[src/rtl/rx_frame_gate.sv]
module rx_frame_gate #(
  parameter int MIN_LEN   = 64,
  parameter int MAX_STD   = 1518,
  parameter int MAX_JUMBO = 9600,
  parameter int LEN_W     = 14,
  parameter int BC_W      = 8,
  parameter int WIN_W     = 16
) (
  input  logic             clk,
  input  logic             rst_n,
  input  logic             rx_valid,
  input  logic [7:0]       rx_data,
  input  logic             rx_last,
  input  logic             rx_fcs_ok,
  input  logic [47:0]      stn_addr,
  input  logic             filt_en,
  input  logic             jumbo_en,
  input  logic             bc_lim_en,
  input  logic [BC_W-1:0]  bc_max,
  input  logic [WIN_W-1:0] bc_win,
  output logic             o_valid,
  output logic [7:0]       o_data,
  output logic             o_sof,
  output logic             o_eof,
  output logic             o_err
);
  localparam logic [LEN_W-1:0] LEN_TOP = '1;
  localparam logic [LEN_W-1:0] LMIN = LEN_W'(MIN_LEN);
  localparam logic [LEN_W-1:0] LSTD = LEN_W'(MAX_STD);
  localparam logic [LEN_W-1:0] LJMB = LEN_W'(MAX_JUMBO);

  typedef enum logic [1:0] {HUNT, FRAME, SKIP} st_t;
  st_t st;

  logic [2:0]       pre_cnt;
  logic [LEN_W-1:0] len;
  logic [47:0]      da_sh;
  logic             miss, nbc, grp;
  logic [WIN_W-1:0] wcnt;
  logic [BC_W-1:0]  bcnt;

  wire              in_da    = len < LEN_W'(6);
  wire [LEN_W-1:0]  len_n    = (len == LEN_TOP) ? len : len + 1'b1;
  wire              len_bad  = (len_n < LMIN) || (len_n > (jumbo_en ? LJMB : LSTD));
  wire              addr_rej = filt_en && !grp && miss;
  wire              base_bad = !rx_fcs_ok || len_bad || addr_rej;
  wire              thr_rej  = bc_lim_en && !nbc && (bcnt >= bc_max);
  wire              at_eof   = rx_valid && (st == FRAME) && rx_last;
  wire              bc_take  = at_eof && !nbc && !base_bad && !thr_rej;
  wire              wrap     = wcnt >= bc_win - 1'b1;
  wire [BC_W-1:0]   bc_inc   = (bc_take && bcnt != '1) ? BC_W'(1) : '0;

  always_ff @(posedge clk) begin
    if (!rst_n) begin
      st <= HUNT;
      pre_cnt <= '0;
      len <= '0;
      da_sh <= '0;
      miss <= 1'b0;
      nbc <= 1'b0;
      grp <= 1'b0;
      wcnt <= '0;
      bcnt <= '0;
      o_valid <= 1'b0;
      o_data <= '0;
      o_sof <= 1'b0;
      o_eof <= 1'b0;
      o_err <= 1'b0;
    end else begin
      o_valid <= 1'b0;
      o_sof <= 1'b0;
      o_eof <= 1'b0;
      o_err <= 1'b0;
      wcnt <= wrap ? '0 : wcnt + 1'b1;
      bcnt <= wrap ? bc_inc : bcnt + bc_inc;
      if (rx_valid) begin
        case (st)
          HUNT: begin
            if (rx_last) pre_cnt <= '0;
            else if (rx_data == 8'h55) pre_cnt <= (pre_cnt == 3'd7) ? pre_cnt : pre_cnt + 1'b1;
            else if (rx_data == 8'hD5 && pre_cnt == 3'd7) begin
              st <= FRAME;
              pre_cnt <= '0;
              len <= '0;
              da_sh <= stn_addr;
              miss <= 1'b0;
              nbc <= 1'b0;
              grp <= 1'b0;
            end else begin
              st <= SKIP;
              pre_cnt <= '0;
            end
          end
          SKIP: if (rx_last) st <= HUNT;
          FRAME: begin
            o_valid <= 1'b1;
            o_data <= rx_data;
            o_sof <= (len == '0);
            len <= len_n;
            if (in_da) begin
              da_sh <= {da_sh[39:0], 8'h00};
              if (rx_data != da_sh[47:40]) miss <= 1'b1;
              if (rx_data != 8'hFF) nbc <= 1'b1;
              if (len == '0) grp <= rx_data[0];
            end
            if (rx_last) begin
              o_eof <= 1'b1;
              o_err <= base_bad || thr_rej;
              st <= HUNT;
            end
          end
          default: st <= HUNT;
        endcase
      end
    end
  end

  AST_DATA_PASS: assert property (@(posedge clk) disable iff (!rst_n)
    o_valid |-> o_data == $past(rx_data)) else $error("data path");

  AST_MARK_VALID: assert property (@(posedge clk) disable iff (!rst_n)
    !o_valid |-> !o_sof && !o_eof && !o_err) else $error("marker without byte");

  AST_ERR_ON_EOF: assert property (@(posedge clk) disable iff (!rst_n)
    o_err |-> o_eof) else $error("error off end byte");

  AST_RUNT_FLAG: assert property (@(posedge clk) disable iff (!rst_n)
    (o_eof && len < LMIN) |-> o_err) else $error("runt passed");

  AST_LONG_FLAG: assert property (@(posedge clk) disable iff (!rst_n)
    (o_eof && len > LSTD && !$past(jumbo_en)) |-> o_err) else $error("oversize passed");
endmodule

[config.mk]
export PLATFORM = sky130hd
export DESIGN_NAME = rx_frame_gate
export DESIGN_NICKNAME = d
export VERILOG_FILES = /design/src/rtl/rx_frame_gate.sv
export SDC_FILE = /design/constraint.sdc
export NUM_CORES = 1
export LEC_CHECK = 0
export BUFFER_PORTS_ARGS = -buffer_cell sky130_fd_sc_hd__buf_2
export CORE_MARGIN = 2
export CORE_UTILIZATION = 62
export DETAILED_ROUTE_END_ITERATION = 10
export PLACE_DENSITY = 0.92
export SYNTH_ARGS = -nofsm -noshare
export SYNTH_HDL_FRONTEND = slang
export SYNTH_SLANG_ARGS = --single-unit
export TNS_END_PERCENT = 20
[constraint.sdc]
create_clock -name clk -period 6.8 [get_ports clk]
set_input_delay 0.68 -clock clk [delete_from_list [all_inputs] [get_ports clk]]
set_output_delay 0.68 -clock clk [all_outputs]
set_load 0.01 [all_outputs]
==> results.yml, run 1 <==
timing:
  rsz0062_at_grt: "false"
  final_max_slew_viol_count: 0
  max_slew_margin: 0.394
  final-setup-viol-count: 0
  finalSetupTns_ps: 0
  period_needed_ps: 4890
  holdWs_ps: 478
  tightest_slew_ps: 909
  final_hold_viol_count: 0
  fmax_mhz: 204
  finClkSkew_ps: 16.9
  fin_crit_sh: 0.720
drt:
  drt_iter0_drc: 364
  wl_per_cell_um: 15.9
  antenna_left: 0
  num_vias: 5571
  drt_first_pass_iters: 4
  drc: 0
  via_per_inst: 6.00
  drt-total-wl_mm: 14.8
cells_and_area:
  final-seq-area_um2: 2120
  area_delta_synth_final_pct: 11.3
  design_area_um2: 6950
  nets: 919
  nFillCells: 735
  antenna_cells: 0
  final_cells: 929
  drive_gt1_frac: 0.168
  multiInputGateArea_um2: 3830
run_status:
  outcome: "finished, final reports clean"
placement:
  placed_cell_area_um2: 6750
  place.gp.congestion: 0.938
  dp_cells: 913
  port_buffers: 99
  hpwl_mm: 11.0
clock_tree:
  cts_max_level: 3
  clock_sinks: 106
  post_cts_resized: 0
  clk_transition_reported_paths_ps: 120
  ctsRootBufferMaster: "clkbuf_8"
  clk_latency_ps: 400
  cts_buffers: 9
  post-cts-setup-buffers: 0
  ctsLongestPathBuffers: 2
  hold_buffers: 0
  cts_tree: "yes"
yosys:
  synth_flop_cell: "dfxtp_1"
  ys_ff_latch: 106
  yosysWarnings: 0
  yosysMostFrequentCell: "dfxtp_1"
  synthCells: 717
  ys_types: 61
  synth_area_leader_cell: "dfxtp_1"
  yosysTopAreaCellShare: 0.340
  synthArstFlopShare: 0
  yosysSeqAreaShare: 0.340
  syn-num-nets: 845
  synth-edff-count: 0
  synth.cell_area_um2: 6250
  avgSynthCellArea_um2: 8.71
  ys_top_cells_by_area: "dfxtp_1 (34%), ha_1 (8.0%), mux2i_1 (7.1%), o211a_1 (6.6%), nand2_1 (5.8%)"
  synth_commonest_cells: "dfxtp_1 (106), nand2_1 (97), nor2_1 (56), mux2i_1 (44), o211a_1 (41)"
worst_setup_path:
  cpPeakStageDelay_ps: 610
  critPathTopFamily: "simple AND/OR/NAND/NOR gates"
  worstSetupPathType: "flip-flop to flip-flop"
  path_buf_inv: 0
  crit_required_ps: 7050
  crit_chain: "nand4_1, nor3_1, nor2_1, xor2_1, ha_1, a2111oi_0, o311ai_0, o311a_1, o221a_1, o32a_1, o22ai_2, and3b_1, ha_1, ha_1, nand3_1, nor2_1, xnor2_1, nor2_1"
  start_kind: "flip-flop"
  slowest_stage: "nor3_1"
  endpoint_kind: "flip-flop"
  crit_fanout: 12
  arrival_ps: 5150
global_route:
  antenna_found_initial: 0
  grt.overflow.total: 0
  grt_usage: 0.278
  grt_pass1_vias: 5577
  grt_pass1_wl_mm: 25.1
  grt_max_degree: 84
hold_path:
  hp-class: "flip-flop to flip-flop"
floorplan:
  die_x_um: 104
  die_y_um: 104
  dieArea_um2: 10900
  io_pins: 100
  row_count: 36
  start_util: 0.639
  core_um2: 9770
pwr:
  powerDensity_nw_per_um2: 159
  vdd.ir_drop.worst_uv: 191
  report.power.total_mw: 1.10
  leakage_nw: 3.31
flow_run:
  maxCapViolCount: 0
registers in the layout (all words and copies together) (netlist names):
signal,cells
pre_cnt,3
wcnt,16
grp,1
len,14
bcnt,8
o_data,8
o_valid,1
miss,1
o_eof,1
st,2
o_err,1
o_sof,1
da_sh,48
nbc,1
metal layers:
layer	GRT usage	share of wire
met4	0.108	0.022
met2	0.485	0.50
met3	0.0840	0.076
met5	0	0
met1	0.318	0.40
power breakdown:
part / leakage [nW] / switching [mW] / internal [mW]
clock network: 0.0978 / 0.238 / 0.151
logic: 2.36 / 0.0461 / 0.0432
registers: 0.854 / 0.00240 / 0.623
area by class of cell:
class | count | share of cell area
Inverter | 28 | 0.0151
Timing Repair Buffer | 103 | 0.0756
Tap cell | 133 | 0.0239
Multi-Input combinational cell | 543 | 0.551
Sequential cell | 106 | 0.305
Clock inverter | 6 | 0.00882
Clock buffer | 10 | 0.0198
per-stage QoR:
| step | setup slack (ps) | utilization |
|---|---|---|
| 2_1_floorplan | 2740 | - |
| 4_1_cts | 2060 | 0.711 |
| 3_5_place_dp | 2100 | 0.691 |
| 5_1_grt | 1500 | 0.711 |
| 6_report | 1910 | 0.711 |
| 3_3_place_gp | 2370 | 0.691 |
worst reg2reg max path, cell delays in order, from the launching register on:
cell,delay [ps]
dfxtp_1,530
nand4_1,460
nor3_1,620
nor2_1,110
xor2_1,230
ha_1,290
a2111oi_0,540
o311ai_0,270
o311a_1,180
o221a_1,210
o32a_1,190
o22ai_2,160
and3b_1,180
ha_1,160
ha_1,180
nand3_1,130
nor2_1,150
xnor2_1,130
nor2_1,50
cells in the final DEF, fill, tap and decap left out, types with 23 or more instances in the layout:
cell type | netlist | routed
dfxtp_1 | 106 | 106
buf_2 | 16 | 99
nand2_1 | 97 | 97
nor2_1 | 56 | 56
mux2i_1 | 44 | 44
o211a_1 | 41 | 41
ha_1 | 40 | 39
inv_1 | 28 | 28
nand3_1 | 26 | 26
xor2_1 | 23 | 23
xnor2_1 | 23 | 23
cells by family (layout without fill, tap and decap cells):
kind of cell | Yosys count | after routing | share of synthesized area
buffers and inverters | 68 | 147 | 0.0483
AO/OA/AOI/OAI | 146 | 146 | 0.187
flip-flops | 106 | 106 | 0.340
multiplexers | 44 | 44 | 0.0705
XOR/XNOR | 46 | 46 | 0.0645
adder cells (fa/ha/maj) | 40 | 40 | 0.0801
AND/OR/NAND/NOR | 267 | 267 | 0.210
path summary, 6_finish.rpt:
kind	startpoint	end	slack [ps]	cells past startpoint
setup / recovery	len[10]	bcnt[6]	1910	18
hold / removal	o_data[2]	o_data[2]	480	2
setup reg to reg	len[10]	bcnt[6]	1910	18
hold reg to reg	o_data[2]	o_data[2]	480	2
Note: power is estimated with default switching activity, not from simulation.
==> run 2: changes to the inputs <==
--- a/config.mk
+++ b/config.mk
@@ -7,9 +7,9 @@
 export LEC_CHECK = 0
 export BUFFER_PORTS_ARGS = -buffer_cell sky130_fd_sc_hd__buf_2
 export CORE_MARGIN = 2
-export CORE_UTILIZATION = 62
+export CORE_UTILIZATION = 52
 export DETAILED_ROUTE_END_ITERATION = 10
-export PLACE_DENSITY = 0.92
+export PLACE_DENSITY = 0.83
 export SYNTH_ARGS = -nofsm -noshare
 export SYNTH_HDL_FRONTEND = slang
 export SYNTH_SLANG_ARGS = --single-unit
==> constraint.sdc (replaced) <==
create_clock -name clk -period 4.3 [get_ports clk]
set_input_delay 0.43 -clock clk [delete_from_list [all_inputs] [get_ports clk]]
set_output_delay 0.43 -clock clk [all_outputs]
set_load 0.01 [all_outputs]
==> run 2 against run 1 <==
Sequential power increased by 58%. Power grew 74%. Die area up 18%. Combinational power rose by 59%. Cell count up 3.6%. Clock power grew 100%. Clock skew shrank 6.8 ps. Critical endpoint unchanged. Critical path depth grew 3.
==> results.yml, run 2 (synthesized netlist as in run 1, its figures left out) <==
worst_setup_path:
  crit_fanout: 3
  arrival_ps: 4230
  endpoint_kind: "flip-flop"
  worstSetupPathType: "flip-flop to flip-flop"
  crit_chain: "ha_1, and2_1, nand3_1, nor3_2, buf_4, or3_1, xnor2_1, ha_1, a2111oi_2, o311ai_1, o311a_1, o221a_1, o32a_1, o22ai_2, and3b_1, ha_1, ha_1, nand3_1, nor2_1, xnor2_1, nor2_1"
  path_buf_inv: 1
  start_kind: "flip-flop"
  cpMostUsedCell: "ha_1"
  crit_required_ps: 4540
  slowest_stage: "a2111oi_2"
  critPathTopFamily: "simple AND/OR/NAND/NOR gates"
  cpPeakStageDelay_ps: 330
cells_and_area:
  final_core_util: 0.608
  nets: 937
  largest_registers: "da_sh: 48 flops, wcnt: 16 flops, len: 14 flops"
  largest_register: "da_sh"
  largest_reg_flops: 48
  final_common_cell: "dfxtp_1"
  area_delta_synth_final_pct: 15.4
  final_cell_mix: "dfxtp_1 (106), buf_2 (99), nand2_1 (97)"
  drive_gt1_frac: 0.187
global_route:
  grt.overflow.total: 0
  grt_pass1_vias: 5253
  antenna_found_initial: 1
  grt_usage: 0.233
  grt_max_degree: 64
  grt_pass1_wl_mm: 24.5
pwr:
  vdd.ir_drop.worst_uv: 235
  powerDensity_nw_per_um2: 266
  leakage_nw: 3.45
timing:
  fmax_mhz: 251
  period_needed_ps: 3990
  final_hold_viol_count: 0
  rsz0062_at_grt: "false"
  finalSetupTns_ps: 0
  fin_crit_sh: 0.928
  finClkSkew_ps: 10.1
  final_max_slew_viol_count: 0
  final-setup-viol-count: 0
  max_slew_margin: 0.392
  tightest_slew_ps: 913
placement:
  place.gp.congestion: 0.928
  port_buffers: 99
  hpwl_mm: 11.1
drt:
  via_per_inst: 5.74
  antenna_left: 0
  drt_iter0_drc: 334
  drc: 0
  drt-total-wl_mm: 14.7
  wl_per_cell_um: 15.3
  drt_first_pass_iters: 5
  num_vias: 5525
clock_tree:
  clk_transition_reported_paths_ps: 70
  clk_latency_ps: 350
  cts_buffers: 9
  ctsLongestPathBuffers: 2
  clock_sinks: 106
  ctsRootBufferMaster: "clkbuf_16"
  hold_buffers: 0
  cts_max_level: 3
  cts_tree: "yes"
run_status:
  outcome: "finished, final reports clean"
floorplan:
  core_um2: 11900
  start_util: 0.527
  row_count: 40
  dieArea_um2: 12900
  die_x_um: 114
  die_y_um: 114
  io_pins: 100
hold_path:
  hp-class: "input port to flip-flop"
flow_run:
  maxCapViolCount: 0
run 2: cell type report:
type / instances / area, um^2
Multi-Input combinational cell: 543 / 3850
Clock inverter: 4 / 35.0
Antenna cell: 1 / 2.50
Clock buffer: 12 / 246
Fill cell: 1042 / 4650
Sequential cell: 106 / 2120
Inverter: 28 / 105
Tap cell: 147 / 184
Timing Repair Buffer: 121 / 661
run 2: what timing repair did:
action / CTS / global route
setup endpoints to repair: 0 / 4
endpoints found under the hold margin: 0 / 0
gates resized for setup: 0 / 4
setup buffers: 0 / 1
run 2: where the power goes:
| part | switching, mW | internal (mW) | leakage [nW] |
|---|---|---|---|
| Sequential | 0.00340 | 0.984 | 0.854 |
| Clock | 0.370 | 0.416 | 0.131 |
| Combinational | 0.0734 | 0.0687 | 2.46 |
run 2: per-layer routing:
layer  GRT usage  vias up  wire length, um
li1            -     2755                -
met1       0.293     2571             6340
met2       0.387      176             6940
met3      0.0696       23             1170
met4      0.0675        0              261
met5           0        -                0
run 2: worst reg2reg max path: stages (launching register included):
cell,delay [ps]
dfxtp_1,310
ha_1,200
and2_1,190
nand3_1,160
nor3_2,60
buf_4,140
or3_1,310
xnor2_1,150
ha_1,210
a2111oi_2,330
o311ai_1,160
o311a_1,150
o221a_1,200
o32a_1,180
o22ai_2,160
and3b_1,190
ha_1,160
ha_1,180
nand3_1,110
nor2_1,140
xnor2_1,130
nor2_1,50
run 2: worst paths after layout:
kind,slack (ps),to,startpoint,cells after the start
max,310,bcnt[6],len[0],21
min,340,da_sh[4],stn_addr[4],3
max reg2reg,310,bcnt[6],len[0],21
min reg2reg,470,o_data[7],o_data[7],2
run 2: stage by stage:
step,setup WS (ps),total power [mW],hold WS [ps],cell area (um^2),std cells
CTS,83.5,1.93,337,7190,960
global placement,209,1.15,451,6910,944
detailed placement,94.2,1.15,469,6910,944
finish,310,1.92,340,7210,962
global route,11.3,1.98,356,7210,961
floorplan,239,1.08,437,6250,717
